--- config.mk ---
export PLATFORM = sky130hd
export DESIGN_NAME = hslot_timing_gen
export DESIGN_NICKNAME = d
export VERILOG_FILES = /design/src/rtl/hst_pkg.sv /design/src/rtl/hst_slot_counter.sv /design/src/rtl/hst_phase_fsm.sv /design/src/rtl/hst_strobes.sv /design/src/rtl/hslot_timing_gen.sv
export SDC_FILE = /design/constraint.sdc
export NUM_CORES = 1
export LEC_CHECK = 0
export BUFFER_PORTS_ARGS = -buffer_cell sky130_fd_sc_hd__clkbuf_2
export CAP_MARGIN = 25
export CORE_MARGIN = 1
export CORE_UTILIZATION = 40
export CTS_BUF_LIST = sky130_fd_sc_hd__clkbuf_8
export DETAILED_ROUTE_END_ITERATION = 6
export HOLD_SLACK_MARGIN = 0.03
export PLACE_DENSITY_LB_ADDON = 0.25
export SKIP_LAST_GASP = 1
export SLEW_MARGIN = 20
export SYNTH_ARGS = -nofsm -noshare
export SYNTH_HDL_FRONTEND = slang
export SYNTH_HIERARCHICAL = 1
export SYNTH_SLANG_ARGS = --single-unit
--- constraint.sdc ---
create_clock -name clk -period 6.9 [get_ports clk]
set_clock_uncertainty 0.15 [all_clocks]
set_input_delay 1.035 -clock clk [delete_from_list [all_inputs] [get_ports clk]]
set_output_delay 1.035 -clock clk [all_outputs]
set_load 0.02 [all_outputs]
--- src/rtl/hst_pkg.sv ---
package hst_pkg;

    localparam int SLOT_W = 8;

    typedef logic [SLOT_W-1:0] slot_t;

    typedef enum logic [2:0] {
        PH_ACTIVE,
        PH_RBORDER,
        PH_FPORCH,
        PH_SYNC,
        PH_BPORCH,
        PH_LBORDER
    } phase_e;

    typedef struct packed {
        slot_t gap_from;   // last slot before the jump
        slot_t gap_to;     // slot loaded after the jump
        slot_t rb_start;
        slot_t hb_start;
        slot_t hs_start;
        slot_t bp_start;
        slot_t hint_at;
    } profile_t;

    localparam slot_t LB_START = 8'hFB;
    localparam slot_t VINT_AT  = 8'h01;

    function automatic profile_t mode_profile(input logic wide);
        profile_t p;
        if (wide) begin
            p.gap_from = 8'hB6;
            p.gap_to   = 8'hE5;
            p.rb_start = 8'hA0;
            p.hb_start = 8'hA8;
            p.hs_start = 8'hAD;
            p.bp_start = 8'hEB;
            p.hint_at  = 8'hA5;
        end else begin
            p.gap_from = 8'h93;
            p.gap_to   = 8'hE9;
            p.rb_start = 8'h80;
            p.hb_start = 8'h88;
            p.hs_start = 8'h8C;
            p.bp_start = 8'hEE;
            p.hint_at  = 8'h85;
        end
        return p;
    endfunction

endpackage

--- src/rtl/hst_slot_counter.sv ---
module hst_slot_counter
    import hst_pkg::*;
(
    input  logic  clk,
    input  logic  rst,
    input  logic  slot_en,
    input  logic  wide_mode,
    input  logic  in_sync,
    output slot_t slot_q,
    output slot_t slot_nxt,
    output logic  step,
    output logic  wide_q
);

    profile_t prof;
    logic     half_q;
    logic     absorb;

    always_comb begin
        prof     = mode_profile(wide_q);
        absorb   = wide_q && in_sync && !half_q;
        step     = slot_en && !absorb;
        slot_nxt = (slot_q == prof.gap_from) ? prof.gap_to : slot_q + 1'b1;
    end

    always_ff @(posedge clk) begin
        if (rst) begin
            slot_q <= '0;
            half_q <= 1'b0;
            wide_q <= wide_mode;
        end else if (slot_en) begin
            if (absorb) begin
                half_q <= 1'b1;
            end else begin
                half_q <= 1'b0;
                slot_q <= slot_nxt;
                if (slot_nxt == '0) begin
                    wide_q <= wide_mode;
                end
            end
        end
    end

    p_hold_r2: assert property (@(posedge clk) disable iff (rst)
        !slot_en |=> $stable(slot_q));

    p_gap_narrow_r3: assert property (@(posedge clk) disable iff (rst)
        (step && !wide_q && slot_q == 8'h93) |=> (slot_q == 8'hE9));

    p_wrap_r3: assert property (@(posedge clk) disable iff (rst)
        (step && slot_q == 8'hFF) |=> (slot_q == 8'h00));

    p_gap_wide_r4: assert property (@(posedge clk) disable iff (rst)
        (step && wide_q && slot_q == 8'hB6) |=> (slot_q == 8'hE5));

    p_stretch_r5: assert property (@(posedge clk) disable iff (rst)
        (slot_en && wide_q && in_sync && !half_q) |=> $stable(slot_q));

    p_mode_wrap_r6: assert property (@(posedge clk) disable iff (rst)
        !(step && slot_nxt == '0) |=> $stable(wide_q));

endmodule

--- src/rtl/hst_phase_fsm.sv ---
module hst_phase_fsm
    import hst_pkg::*;
(
    input  logic  clk,
    input  logic  rst,
    input  logic  step,
    input  slot_t slot_nxt,
    input  logic  wide_q,
    output logic  active,
    output logic  right_border,
    output logic  hblank,
    output logic  hsync
);

    phase_e   state_q;
    phase_e   state_d;
    profile_t prof;

    always_comb begin
        prof    = mode_profile(wide_q);
        state_d = state_q;
        if (step) begin
            unique case (state_q)
                PH_ACTIVE:  if (slot_nxt == prof.rb_start) state_d = PH_RBORDER;
                PH_RBORDER: if (slot_nxt == prof.hb_start) state_d = PH_FPORCH;
                PH_FPORCH:  if (slot_nxt == prof.hs_start) state_d = PH_SYNC;
                PH_SYNC:    if (slot_nxt == prof.bp_start) state_d = PH_BPORCH;
                PH_BPORCH:  if (slot_nxt == LB_START)      state_d = PH_LBORDER;
                PH_LBORDER: if (slot_nxt == '0)            state_d = PH_ACTIVE;
                default:                                   state_d = PH_ACTIVE;
            endcase
        end
    end

    always_ff @(posedge clk) begin
        if (rst) begin
            state_q <= PH_ACTIVE;
        end else begin
            state_q <= state_d;
        end
    end

    always_comb begin
        active       = 1'b0;
        right_border = 1'b0;
        hblank       = 1'b0;
        hsync        = 1'b0;
        unique case (state_q)
            PH_ACTIVE:  active       = 1'b1;
            PH_RBORDER: right_border = 1'b1;
            PH_FPORCH:  hblank       = 1'b1;
            PH_SYNC: begin
                hblank = 1'b1;
                hsync  = 1'b1;
            end
            PH_BPORCH:  hblank       = 1'b1;
            PH_LBORDER: ;
            default:    ;
        endcase
    end

    p_sync_in_blank_r10: assert property (@(posedge clk) disable iff (rst)
        hsync |-> hblank);

    p_phase_excl_r9: assert property (@(posedge clk) disable iff (rst)
        $onehot0({active, right_border, hblank}));

    p_phase_hold_r2: assert property (@(posedge clk) disable iff (rst)
        !step |=> $stable(state_q));

endmodule

--- src/rtl/hst_strobes.sv ---
module hst_strobes
    import hst_pkg::*;
(
    input  logic  clk,
    input  logic  rst,
    input  logic  step,
    input  slot_t slot_nxt,
    input  slot_t slot_q,
    input  logic  wide_q,
    input  logic  first_vblank,
    output logic  hint_stb,
    output logic  vint_stb
);

    profile_t prof;

    always_comb prof = mode_profile(wide_q);

    always_ff @(posedge clk) begin
        if (rst) begin
            hint_stb <= 1'b0;
            vint_stb <= 1'b0;
        end else begin
            hint_stb <= step && (slot_nxt == prof.hint_at);
            vint_stb <= step && (slot_nxt == VINT_AT) && first_vblank;
        end
    end

    p_hint_pulse_r11: assert property (@(posedge clk) disable iff (rst)
        hint_stb |=> !hint_stb);

    p_hint_slot_r11: assert property (@(posedge clk) disable iff (rst)
        hint_stb |-> (slot_q == 8'h85 || slot_q == 8'hA5));

    p_vint_slot_r12: assert property (@(posedge clk) disable iff (rst)
        vint_stb |-> (slot_q == VINT_AT));

endmodule

--- src/rtl/hslot_timing_gen.sv ---
module hslot_timing_gen
    import hst_pkg::*;
(
    input  logic              clk,
    input  logic              rst,
    input  logic              slot_en,
    input  logic              wide_mode,
    input  logic              first_vblank,
    output logic [SLOT_W-1:0] slot,
    output logic              active,
    output logic              right_border,
    output logic              hblank,
    output logic              hsync,
    output logic              hint_stb,
    output logic              vint_stb
);

    slot_t slot_q;
    slot_t slot_nxt;
    logic  step;
    logic  wide_q;
    logic  hsync_w;

    hst_slot_counter u_counter (
        .clk       (clk),
        .rst       (rst),
        .slot_en   (slot_en),
        .wide_mode (wide_mode),
        .in_sync   (hsync_w),
        .slot_q    (slot_q),
        .slot_nxt  (slot_nxt),
        .step      (step),
        .wide_q    (wide_q)
    );

    hst_phase_fsm u_fsm (
        .clk          (clk),
        .rst          (rst),
        .step         (step),
        .slot_nxt     (slot_nxt),
        .wide_q       (wide_q),
        .active       (active),
        .right_border (right_border),
        .hblank       (hblank),
        .hsync        (hsync_w)
    );

    hst_strobes u_strobes (
        .clk          (clk),
        .rst          (rst),
        .step         (step),
        .slot_nxt     (slot_nxt),
        .slot_q       (slot_q),
        .wide_q       (wide_q),
        .first_vblank (first_vblank),
        .hint_stb     (hint_stb),
        .vint_stb     (vint_stb)
    );

    assign slot  = slot_q;
    assign hsync = hsync_w;

    p_active_zero_r7: assert property (@(posedge clk) disable iff (rst)
        (slot_q == 8'h00) |-> active);

endmodule

==> flow_summary_export.csv <==
group,metric,value,unit
synth,synth_ff_type,"dfxtp_1",
routing,antenna_left,0,
grt,grt-ovfl-total,0,
place,dp_hpwl,2081,um
routing,drc,0,
floorplanning,die_area,3184,um^2
timing,rsz0062_at_grt,"false",
finish,fin_nets,164,
floorplanning,die_height,56.43,um
clocking,clock_sinks,15,
routing,avgRoutedWirePerCell,15.59,um
floorplanning,fp.dieW,56.43,um
power,total_power,197.1,uW
routing,drt_iter0_drc,30,
synth,yosys_warnings,6,
finish,num_antenna_cells,0,
finish,layout_common_cells,"clkbuf_2 (18), dfxtp_1 (14), nand2_1 (10), inv_1 (10), nor2_1 (9)",
synth,ys_seq_area_share,26.19,%
synth,synthCells,143,
routing,wirelength,2930,um
job,maxCapViolations,0,
routing,vias,1165,
clocking,cts_tree,"done",
setup_path,arrival,3.81,ns
floorplanning,rows,19,
setup_path,cp-start-kind,"register",
timing,max_freq,265.1,MHz
timing,worst_pin_slew,0.4813,ns
outcome,status,"complete, no violations",
timing,final_hold_viol_count,0,
timing,setup-violations-final,0,
timing,fin_crit_sh,54.67,%
synth,synth_edf_count,1,
clocking,clock_path_buffers,2,
routing,first_pass_iters,4,
synth,synth_nets,149,
finish,stdcell_count,188,
finish,syn_to_final_growth,11.51,%
setup_path,cp-end-kind,"register",
grt,gr-usage-all-layers,19.42,%
floorplanning,io_pins,19,
floorplanning,start_util,42.60,%
clocking,cts_resized,0,
place,gp_congestion,0.8617,
timing,finalMaxSlewViolations,0,
timing,fin_setup_tns,0,ns
synth,synth-seq-cells,15,
clocking,insertion_delay,0.26,ns
finish,final_util,47.50,%
power,power.density,149.2,nW/um^2
finish,final_common_cell,"clkbuf_2",
clocking,cts.htree.levels,1,
place,dpl.cell_count,184,
grt,grt_max_degree,15,
place,port_buffers,18,
setup_path,crit_path_max_fanout,10,
setup_path,crit_required,6.94,ns
synth,async_reset_ff_share,0,%
synth,synth_area,1185,um^2
clocking,cts_buffers,3,
grt,grt_pass1_wl,4885,um
synth,ys_types,60,
timing,post-route-min-period,3.772,ns
clocking,cts_hold_buf,0,
hold_path,hold_path_class,"reg -> reg",
finish,drive_above_1_share,23.57,%
floorplanning,core-area,2781,um^2
routing,vias_per_cell,6.197,
synth,syn_area_per_cell,8.286,um^2
clocking,post_cts_buffers,0,
timing,slew_headroom,67.67,%
clocking,cts-root-buf,"clkbuf_8",
power,p_leak,0.0005099,uW
grt,grt_pass1_vias,1063,
clocking,cts.clk_slew.worst_paths,0.07,ns
grt,antenna_found_initial,0,
setup_path,criticalPathCategory,"reg -> reg",
power,peakVddDrop,0.1623,mV
## registers in the layout (all words and copies together) (netlist names)
signal,cells
u_strobes/hint_stb,1
u_counter/wide_q,1
u_fsm/state_q,3
u_strobes/vint_stb,1
u_counter/half_q,1
u_counter/slot_q,8
## report_power, final
| part | leakage (uW) | internal [uW] | switching [uW] | total (uW) |
|---|---|---|---|---|
| clock network | 0.0000255 | 40.2 | 35.2 | 75.4 |
| logic | 0.000361 | 11.0 | 16.2 | 27.1 |
| registers | 0.000123 | 89.9 | 4.71 | 94.6 |
## routing by layer
layer | part of all wire, % | GRT usage, % | vias up
met4 | 1.1 | 7.317 | 0
met3 | 4.3 | 5.760 | 4
li1 | - | - | 568
met5 | 0 | 0 | -
met2 | 48 | 31.76 | 36
met1 | 47 | 23.90 | 557
## cells by family (layout without fill, tap and decap cells)
logic type | after synthesis | count (layout) | synth area share, %
flip-flops | 15 | 15 | 26.19
AND/OR/NAND/NOR | 65 | 65 | 35.38
XOR/XNOR | 6 | 6 | 4.435
buffers and inverters | 18 | 32 | 6.440
adder cells (fa/ha/maj) | 1 | 1 | 1.056
AO/OA/AOI/OAI | 37 | 37 | 25.24
multiplexers | 1 | 1 | 1.267
## final cells by class
type,instances,area [um^2]
Fill cell,287,1460
Multi-Input combinational cell,110,798.3
Sequential cell,15,310.3
Timing Repair Buffer,18,90.09
Clock buffer,3,41.29
Tap cell,31,38.79
Inverter,10,37.54
Clock inverter,1,5.005
## cells in the mapped netlist, types with 3 or more instances
cell type  count  area [um^2]
nand2_1       10        37.54
o21ai_0        6        30.03
or3_1          4        25.02
dfxtp_1       14        280.3
nand3_1        4        20.02
or4_1          3        22.52
nor2_1         9        33.78
nor3_1         6        30.03
a21oi_1        8        40.04
xor2_1         5        43.79
nand3b_1       4        30.03
clkbuf_1       4        15.01
inv_1         10        37.54
## worst max-delay path, stage by stage (launching register included)
cell	delay, ns
edfxtp_1	0.55
or4b_4	0.56
a211o_4	0.39
a22oi_1	0.38
or3b_4	0.45
a2111oi_4	0.36
o221ai_2	0.20
or4_1	0.54
a21oi_1	0.13
## path summary, 6_finish.rpt
kind	from	end	slack (ns)	depth (start not counted)
worst max-delay path	u_counter/wide_q	u_fsm/state_q[0]	3.13	8
worst min register to register	u_counter/half_q	u_counter/half_q	0.35	2
worst max register to register	u_counter/wide_q	u_fsm/state_q[0]	3.13	8
worst min-delay path	u_counter/half_q	u_counter/half_q	0.35	2
## per-stage QoR
| step | setup slack [ns] | instance area [um^2] | hold WS, ns |
|---|---|---|---|
| after floorplan | 3.350 | 1185 | 0.3134 |
| after global placement | 3.256 | 1275 | 0.3343 |
| after detailed placement | 3.174 | 1275 | 0.3465 |
| after CTS | 3.145 | 1321 | 0.3574 |
| after global routing | 2.947 | 1321 | 0.4320 |
| final | 3.128 | 1321 | 0.3518 |
(Power assumes the default switching activity.)
